--- src/rtl/pwm_gate_pkg.sv ---
package pwm_gate_pkg;

  typedef enum logic {
    DUTY_HALF  = 1'b0,
    DUTY_THREE = 1'b1
  } duty_mode_e;

  // index of the last tick interval in a switching period
  function automatic logic [1:0] period_last(duty_mode_e m);
    return (m == DUTY_THREE) ? 2'd3 : 2'd1;
  endfunction

  // index of the last tick interval the gate may be high in
  function automatic logic [1:0] on_last(duty_mode_e m);
    return (m == DUTY_THREE) ? 2'd2 : 2'd0;
  endfunction

endpackage

--- src/rtl/pwm_interval_meter.sv ---
module pwm_interval_meter #(
  parameter int CNT_W = 16
) (
  input  logic             clk,
  input  logic             rst_n,
  input  logic             tick,
  output logic [CNT_W-1:0] run,
  output logic [CNT_W-1:0] len,
  output logic             valid
);

  localparam logic [CNT_W-1:0] CNT_MAX = {CNT_W{1'b1}};

  logic [1:0] seen_q;

  always_ff @(posedge clk or negedge rst_n) begin
    if (!rst_n) begin
      run    <= CNT_MAX;
      len    <= CNT_MAX;
      seen_q <= 2'd0;
    end else if (tick) begin
      run    <= '0;
      len    <= (run == CNT_MAX) ? CNT_MAX : run + 1'b1;
      seen_q <= (seen_q == 2'd2) ? 2'd2 : seen_q + 2'd1;
    end else if (run != CNT_MAX) begin
      run <= run + 1'b1;
    end
  end

  assign valid = (seen_q == 2'd2);

endmodule

--- src/rtl/pwm_tick_select.sv ---
module pwm_tick_select #(
  parameter int CNT_W = 16
) (
  input  logic clk,
  input  logic rst_n,
  input  logic osc_tick,
  input  logic sync_tick,
  input  logic sync_sel,
  output logic eff_tick
);

  localparam int LW  = CNT_W + 3;
  localparam int NSRC = 2;   // 0: oscillator, 1: sync

  logic [NSRC-1:0]  src_tick;
  logic [CNT_W-1:0] src_run   [NSRC];
  logic [CNT_W-1:0] src_len   [NSRC];
  logic [CNT_W-1:0] src_worst [NSRC];
  logic [NSRC-1:0]  src_valid;
  logic             lock_q;
  logic [LW-1:0]    sync_scaled, osc_scaled;

  assign src_tick = {sync_tick, osc_tick};

  for (genvar i = 0; i < NSRC; i++) begin : g_src
    pwm_interval_meter #(.CNT_W(CNT_W)) u_meter (
      .clk   (clk),
      .rst_n (rst_n),
      .tick  (src_tick[i]),
      .run   (src_run[i]),
      .len   (src_len[i]),
      .valid (src_valid[i])
    );
    // a source that has gone quiet looks as slow as its running count
    assign src_worst[i] = (src_run[i] > src_len[i]) ? src_run[i] : src_len[i];
  end

  assign sync_scaled = LW'(src_worst[1]) * LW'(5);
  assign osc_scaled  = LW'(src_worst[0]) * LW'(4);

  always_ff @(posedge clk or negedge rst_n) begin
    if (!rst_n) lock_q <= 1'b0;
    else        lock_q <= &src_valid && (sync_scaled <= osc_scaled);
  end

  assign eff_tick = (sync_sel && lock_q) ? sync_tick : osc_tick;

endmodule

--- src/rtl/pwm_phase_seq.sv ---
module pwm_phase_seq
  import pwm_gate_pkg::*;
#(
  parameter int CNT_W = 16
) (
  input  logic             clk,
  input  logic             rst_n,
  input  logic             enable,
  input  logic             tick,
  input  duty_mode_e       mode,
  output logic             period_start,
  output logic             off_tick,
  output logic             final_on,
  output logic [CNT_W-1:0] cyc,
  output logic [CNT_W-1:0] last_len,
  output logic             len_valid
);

  logic [1:0] phase_q, phase_nxt, last_idx, on_idx;

  assign last_idx  = period_last(mode);
  assign on_idx    = on_last(mode);
  assign phase_nxt = (phase_q >= last_idx) ? 2'd0 : phase_q + 2'd1;

  always_ff @(posedge clk or negedge rst_n) begin
    if (!rst_n)       phase_q <= 2'd3;
    else if (!enable) phase_q <= 2'd3;
    else if (tick)    phase_q <= phase_nxt;
  end

  assign period_start = tick && enable && (phase_q >= last_idx);
  assign off_tick     = tick && (phase_nxt > on_idx);
  assign final_on     = (phase_q == on_idx);

  pwm_interval_meter #(.CNT_W(CNT_W)) u_len (
    .clk   (clk),
    .rst_n (rst_n),
    .tick  (tick),
    .run   (cyc),
    .len   (last_len),
    .valid (len_valid)
  );

endmodule

--- src/rtl/pwm_gate_ctl.sv ---
module pwm_gate_ctl #(
  parameter int CNT_W     = 16,
  parameter int DT_W      = 8,
  parameter int BLANK_CYC = 18
) (
  input  logic             clk,
  input  logic             rst_n,
  input  logic             enable,
  input  logic             period_start,
  input  logic             off_tick,
  input  logic             final_on,
  input  logic [CNT_W-1:0] cyc,
  input  logic [CNT_W-1:0] last_len,
  input  logic             len_valid,
  input  logic [DT_W-1:0]  dead_cnt,
  input  logic             pwm_trip,
  input  logic             ilim_trip,
  output logic             gate_q,
  output logic             gate,
  output logic             ilim_pulse
);

  localparam int BLANK_W = $clog2(BLANK_CYC + 1);
  localparam logic [BLANK_W-1:0] BLANK_INIT = BLANK_W'(BLANK_CYC);
  localparam int SW = CNT_W + 2;

  logic [BLANK_W-1:0] blank_q;
  logic               blank_done, dead_hit, cut;
  logic [SW-1:0]      reach;

  assign blank_done = (blank_q == '0);
  assign reach      = SW'(cyc) + SW'(dead_cnt) + SW'(1);
  assign dead_hit   = final_on && len_valid && (dead_cnt != '0) && (reach >= SW'(last_len));
  assign cut        = off_tick || ilim_trip || (blank_done && (pwm_trip || dead_hit));

  always_ff @(posedge clk or negedge rst_n) begin
    if (!rst_n) begin
      gate_q     <= 1'b0;
      ilim_pulse <= 1'b0;
    end else begin
      ilim_pulse <= ilim_trip && gate_q && enable;
      if (!enable)              gate_q <= 1'b0;
      else if (period_start)    gate_q <= 1'b1;
      else if (gate_q && cut)   gate_q <= 1'b0;
    end
  end

  always_ff @(posedge clk or negedge rst_n) begin
    if (!rst_n)                        blank_q <= '0;
    else if (enable && period_start)   blank_q <= BLANK_INIT;
    else if (!blank_done)              blank_q <= blank_q - 1'b1;
  end

  assign gate = gate_q && enable && !ilim_trip;

endmodule

--- src/rtl/pwm_gate_timer.sv ---
module pwm_gate_timer
  import pwm_gate_pkg::*;
#(
  parameter int CNT_W     = 16,
  parameter int DT_W      = 8,
  parameter int BLANK_CYC = 18
) (
  input  logic            clk,
  input  logic            rst_n,
  input  logic            enable,
  input  logic            osc_tick,
  input  logic            sync_tick,
  input  logic            sync_sel,
  input  logic            duty_mode,
  input  logic            pwm_trip,
  input  logic            ilim_trip,
  input  logic [DT_W-1:0] dead_cnt,
  output logic            gate,
  output logic            ilim_pulse
);

  logic             eff_tick;
  logic             period_start, off_tick, final_on, len_valid;
  logic [CNT_W-1:0] cyc, last_len;
  logic             gate_q;

  pwm_tick_select #(.CNT_W(CNT_W)) u_sel (
    .clk       (clk),
    .rst_n     (rst_n),
    .osc_tick  (osc_tick),
    .sync_tick (sync_tick),
    .sync_sel  (sync_sel),
    .eff_tick  (eff_tick)
  );

  pwm_phase_seq #(.CNT_W(CNT_W)) u_seq (
    .clk          (clk),
    .rst_n        (rst_n),
    .enable       (enable),
    .tick         (eff_tick),
    .mode         (duty_mode_e'(duty_mode)),
    .period_start (period_start),
    .off_tick     (off_tick),
    .final_on     (final_on),
    .cyc          (cyc),
    .last_len     (last_len),
    .len_valid    (len_valid)
  );

  pwm_gate_ctl #(.CNT_W(CNT_W), .DT_W(DT_W), .BLANK_CYC(BLANK_CYC)) u_ctl (
    .clk          (clk),
    .rst_n        (rst_n),
    .enable       (enable),
    .period_start (period_start),
    .off_tick     (off_tick),
    .final_on     (final_on),
    .cyc          (cyc),
    .last_len     (last_len),
    .len_valid    (len_valid),
    .dead_cnt     (dead_cnt),
    .pwm_trip     (pwm_trip),
    .ilim_trip    (ilim_trip),
    .gate_q       (gate_q),
    .gate         (gate),
    .ilim_pulse   (ilim_pulse)
  );

endmodule

--- config.mk ---
export PLATFORM = sky130hd
export DESIGN_NAME = pwm_gate_timer
export DESIGN_NICKNAME = d
export VERILOG_FILES = /design/src/rtl/pwm_gate_pkg.sv /design/src/rtl/pwm_interval_meter.sv /design/src/rtl/pwm_tick_select.sv /design/src/rtl/pwm_phase_seq.sv /design/src/rtl/pwm_gate_ctl.sv /design/src/rtl/pwm_gate_timer.sv
export SDC_FILE = /design/constraint.sdc
export NUM_CORES = 1
export LEC_CHECK = 0
export BUFFER_PORTS_ARGS = -buffer_cell sky130_fd_sc_hd__clkbuf_2
export CAP_MARGIN = 20
export CORE_MARGIN = 2
export CORE_UTILIZATION = 50
export DETAILED_ROUTE_END_ITERATION = 16
export PLACE_DENSITY = 0.66
export RECOVER_POWER = 25
export SYNTH_ARGS = -nofsm -noshare
export SYNTH_HDL_FRONTEND = slang
export SYNTH_SLANG_ARGS = --single-unit
--- constraint.sdc ---
create_clock -name clk -period 5.89 [get_ports clk]
set_input_delay 1.178 -clock clk [delete_from_list [all_inputs] [get_ports clk]]
set_output_delay 1.178 -clock clk [all_outputs]
set_load 0.005 [all_outputs]
After elaboration in Yosys (flattened, before gate mapping)
Index checks and enable logic that the tools add are counted.

Add/sub/neg operators: 10. Magnitude comparators: 6. Reductions and logical operators: 25. Multiply operators: 1. Multiplexer cells: 25. Equal/unequal tests: 13.

Operator list (count): 2-to-1 mux 16 bit (11); adder 16 x 1 -> 16 bit (second input constant) (3); equality test 16 bit (second input constant) (3); inequality test 16 bit (second input constant) (3); > comparator 16 bit (2); <= comparator 19 x 18 -> 1 bit (1); multiplier 16 x 3 -> 19 bit (second input constant) (1); adder 18 x 1 -> 18 bit (second input constant) (1); greater-or-equal comparator 18 x 16 -> 1 bit (1); adder 16 x 8 -> 17 bit (1); 2-to-1 mux 2 bit (8); logical AND 1 bit (15); 2-to-1 mux 5 bit (2); adder 2 x 1 -> 2 bit (second input constant) (4); nonzero test 8 bit (1); equality test 2 bit (second input constant) (3); nonzero test 2 bit (3); zero test 5 bit (1); subtractor 5 x 1 -> 5 bit (second input constant) (1); 2-to-1 mux 1 bit (4); logical OR 1 bit (3); inequality test 3 x 1 -> 1 bit (second input constant) (1); equality test 2 bit (1); greater-or-equal comparator 2 bit (1); 5 further kinds (5).

Output and inout bits: 2. Register bits: 112. Word-level logic and storage cells: 94. Input port bits: 17.

Logic depth before layout (Yosys ltp)
Depth after elaboration: 12. Depth in mapped cells: 27. Gate-level depth less buffers: 25.

By module
A second synthesis with hierarchy kept.

Cells, all modules: 998. Area, all modules: 9088.7 µm².

By module, submodules not included: pwm_interval_meter at u_sel.g_src[0].u_meter ... (sequential area each 890.9 µm², cells each 174, instances 2, area each 1760.4 µm²); pwm_tick_select (sequential area each 25.0 µm², cells each 318, instances 1, area each 2456.1 µm²); pwm_interval_meter at u_sel.g_src[1].u_meter (sequential area each 890.9 µm², cells each 156, instances 1, area each 1662.8 µm²); pwm_gate_ctl (sequential area each 175.2 µm², cells each 157, instances 1, area each 1292.5 µm²); pwm_phase_seq (sequential area each 52.6 µm², cells each 19, instances 1, area each 156.4 µm²).

Least setup slack after synthesis
OpenSTA, ideal clock, no wires.

Path type: flip-flop to flip-flop. Start point: register u_sel.g_src[1].u_meter.len[1]. End point: register u_sel.lock_q. Arrival: 5356 ps. Period minus slack after synthesis: 5421 ps. Library setup time: 65 ps. Stages on the path, launching flop included: 27. Data required time: 5825 ps. Path buffers: 2. Setup slack: 469 ps. Cells stage by stage: dfstp_2 > inv_1 > ha_1 > nor2b_1 > o211ai_1 > a21oi_1 > o31a_1 > o31ai_1 > buf_2 > buf_2 > mux2_2 > ha_1 > ha_1 > o21a_1 > a21oi_1 > o21ai_0 > a41oi_1 > and2_1 > o21ai_0 > xnor2_1 > ha_1 > nand4_1 > nor4_1 > nand4_1 > nor3_1 > mux2_2 > o22a_1.

Longest elaborated chain between the ends: 5.

Ends and longest elaborated chain: start: declaration (RTL line pwm_interval_meter.sv:8) `output logic [CNT_W-1:0] len,`; start signal: assignment (RTL line pwm_interval_meter.sv:23) `len <= (run == CNT_MAX) ? CNT_MAX : run + 1'b1;`; > comparator 16 bit (RTL line pwm_tick_select.sv:35) `assign src_worst[i] = (src_run[i] > src_len[i]) ? src_run[i] : src_len[i];`; 2-to-1 mux 16 bit * (RTL line pwm_tick_select.sv:35); multiplier 16 x 3 -> 19 bit * (RTL line pwm_tick_select.sv:38) `assign sync_scaled = LW'(src_worst[1]) * LW'(5);`; <= comparator 19 x 18 -> 1 bit * (RTL line pwm_tick_select.sv:43) `else lock_q <= &src_valid && (sync_scaled <= osc_scaled);`; logical AND 1 bit * (RTL line pwm_tick_select.sv:43); end signal: assignment (RTL line pwm_tick_select.sv:43); end: declaration (RTL line pwm_tick_select.sv:20) `logic lock_q;`.

Every way passes the cells marked *; elsewhere a longest branch is shown, timed or not. A chain may end at the register's enable or synchronous reset.

Final worst setup path
Same ends and word-level chain as after synthesis.

==> impl_metrics.py <==
metrics = {
    "global_route": {
        "grt_overflow": 0,
        "grt_usage": 0.201,
        "grt_pass1_vias": 6325,
        "grt_pass1_wl_um": 30000,
        "grt_max_degree": 71,
        "antenna_found_initial": 0,
    },
    "power_and_ir_drop": {
        "vdd_drop_max_uv": 175,
        "cellPowerDensity_nw_per_um2": 220,
        "p_leak_nw": 4.11,
        "finalPower_mw": 2.07,
    },
    "critical_path": {
        "rrSetupSlack_ns": 0.30,
        "cp-start-kind": "flip-flop",
        "worstSetupEndpointType": "flip-flop",
        "cp_max_fo": 9,
        "worstPathRequired_ns": 6.14,
        "cp_num_buf_inv": 3,
        "slowest_delay_ns": 0.56,
        "crit_type": "flip-flop to flip-flop",
        "path_delay_family": "compound AO/OA/AOI/OAI gates",
        "cpMostUsedCell": "ha_1",
        "critPathArrivalTime_ns": 5.84,
        "cp_slowest_cell": "dfstp_2",
    },
    "synthesis": {
        "synth_top_area_cell": "dfstp_2",
        "ys_seq_area_frac": 0.335,
        "async_flop_share": 1.00,
        "netlist_area_um2": 8740,
        "ys.flop_type": "dfstp_2",
        "synth_edf_count": 0,
        "synthDominantCellAreaShare": 0.295,
        "syn-mean-instance-area_um2": 9.03,
        "postSynthCellCount": 968,
        "syn_nets": 1100,
        "synthDistinctLibCells": 67,
        "synth-seq-cells": 112,
        "yosys_warnings": 0,
        "synthTopCellsByArea": "dfstp_2 29%, ha_1 16%, nor2_1 5.7%, xnor2_1 4.3%, dfrtp_1 4.0%",
    },
    "clock_network": {
        "cts_tree": "done",
        "cts_root_buf": "clkbuf_16",
        "htree_levels": 3,
        "cts_sinks": 112,
        "numCtsBuffers": 9,
        "clockBufferDepth": 2,
        "clk_pin_slew_ns": 0.07,
        "clock_latency_ns": 0.36,
    },
    "status": {
        "failed_checks": "max-capacitance violations, max-slew violations",
        "status": "complete, but fails checks",
    },
    "route": {
        "dr_total_vias": 6610,
        "viasPerCell": 5.48,
        "wl_per_cell_um": 14.6,
        "first_iter_violations": 333,
        "drt_wl_total_um": 17700,
        "drc": 0,
        "antenna_left": 0,
        "dr.pass1.iters": 5,
    },
    "floorplanning": {
        "fp.dieW_um": 136,
        "core_area_um2": 17200,
        "die_area_um2": 18600,
        "die_h_um": 136,
        "rows": 48,
        "ioPinCount": 19,
        "start_util": 0.509,
    },
    "placed_design": {
        "place_congestion": 0.848,
        "port_buffers": 18,
        "dp_hpwl_um": 13300,
        "pre_cts_ws_ns": 0.0547,
    },
    "timing": {
        "fin_ws_ns": 0.298,
        "rsz0062_at_grt": "no",
        "relSlewSlack": -1.44,
        "max_slew.worst_pin.slew_ns": 3.65,
        "layout_min_cycle_time_ns": 5.59,
        "hold_viol_final": 0,
        "setup_viol": 0,
        "max_freq_mhz": 179,
        "slew_violations": 71,
        "min_period_over_period": 0.949,
        "finClkSkew_ns": 0.00513,
        "fin_tns_setup_ns": 0,
    },
    "run": {
        "drv_cap": 1,
    },
    "min_path": {
        "hold_path_class": "flip-flop to flip-flop",
    },
    "final_layout": {
        "syn_to_final_growth_pct": 7.71,
        "antennaDiodeCount": 0,
        "final_nets": 1109,
        "drive_gt1_frac": 0.187,
    },
}
state kept, by name (all words and copies together) (netlist names):
register,count
u_sel.g_src.u_meter.len,32
u_sel.g_src.u_meter.run,32
u_seq.u_len.len,16
u_seq.u_len.run,16
u_ctl.blank_q,5
u_sel.g_src.u_meter.seen_q,4
u_seq.phase_q,2
u_seq.u_len.seen_q,2
u_ctl.gate_q,1
u_ctl.ilim_pulse,1
u_sel.lock_q,1
path summary, 6_finish.rpt:
path | start | endpoint | cells after the start
max | u_sel.g_src[1].u_meter.len[1] | u_sel.lock_q | 25
min | u_seq.u_len.len[14] | u_seq.u_len.len[14] | 2
max reg2reg | u_sel.g_src[1].u_meter.len[1] | u_sel.lock_q | 25
min reg2reg | u_seq.u_len.len[14] | u_seq.u_len.len[14] | 2
max in group asynchronous | rst_n | u_ctl.blank_q[0] | 1
min in group asynchronous | rst_n | u_sel.g_src[1].u_meter.seen_q[1] | 1
cells in the mapped netlist, types with 4 or more instances:
cell,number
xor2_1,26
dfstp_2,98
and4_1,4
ha_1,113
a31oi_1,14
xnor2_1,43
o21a_1,9
o31ai_1,4
a211oi_1,8
mux2i_1,31
nand3_1,41
nand2_1,49
a41oi_1,4
a21oi_1,68
mux2_2,15
nor2b_1,10
a21o_1,18
o21ai_0,35
and3_1,17
nor4_1,6
or2_2,5
buf_2,9
o211ai_1,7
and2_1,6
dfrtp_1,14
inv_1,75
nor3_1,13
nand2b_1,6
clkbuf_1,21
nand4_1,17
nor2_1,133
cell usage in the layout (no fill, tap or decap), drive strengths merged, types with 10 or more instances in the layout:
cell type and n:
dfstp 98, nor3 15, nand2 49, buf 10, a21oi 69, clkbuf 30
mux2 15, o21ai 37, xnor2 43, nand4 19, and3 17, dfrtp 14
a21o 18, inv 76, a31oi 15, mux2i 31, ha 113, nor2b 10
nand3 42, nor2 133, xor2 27
worst min-delay path, cell delays in order (launching register included):
cell	delay [ns]
dfstp_2	0.37
nand2_1	0.04
o21ai_1	0.05
area by class of cell:
cell class	count	area, um2
Clock inverter	5	31.3
Sequential cell	112	2930
Multi-Input combinational cell	750	5450
Inverter	75	282
Fill cell	1603	7760
Tap cell	225	282
Timing Repair Buffer	29	200
Clock buffer	11	243
through the flow:
stage	std cells	util	area (um2)	hold slack (ns)
floorplan	968	-	8740	0.445
global placement	1188	0.528	9070	0.455
detailed placement	1188	0.528	9070	0.464
CTS	1204	0.544	9340	0.475
global route	1207	0.548	9420	0.498
finish	1207	0.548	9420	0.469
cells by family (layout without fill, tap and decap cells):
family / count (synthesis) / in the layout / synth area share
compound gates: 193 / 193 / 0.142
mux: 46 / 46 / 0.0548
buf+inv: 106 / 120 / 0.0468
xor+xnor: 70 / 70 / 0.0710
fa+ha+maj: 115 / 115 / 0.166
flops: 112 / 112 / 0.335
simple gates: 326 / 326 / 0.185
timing repair:
action / in CTS / in global routing
hold buffers: 0 / 0
gates resized for setup: 0 / 9
setup buffers: 0 / 2
setup endpoints to repair: 0 / 1
where the power goes:
| part | internal [mW] | switching (mW) | leakage (nW) |
|---|---|---|---|
| logic | 0.251 | 0.311 | 2.78 |
| clock network | 0.298 | 0.282 | 0.136 |
| registers | 0.872 | 0.0557 | 1.19 |
| total | 1.42 | 0.648 | 4.11 |
per-layer routing:
metal	wire length, um	global-route usage
met2	7820	0.314
met1	9130	0.288
met4	267	0.0648
met3	445	0.0242
met5	0	0
Note: power is estimated with default switching activity, not from simulation.
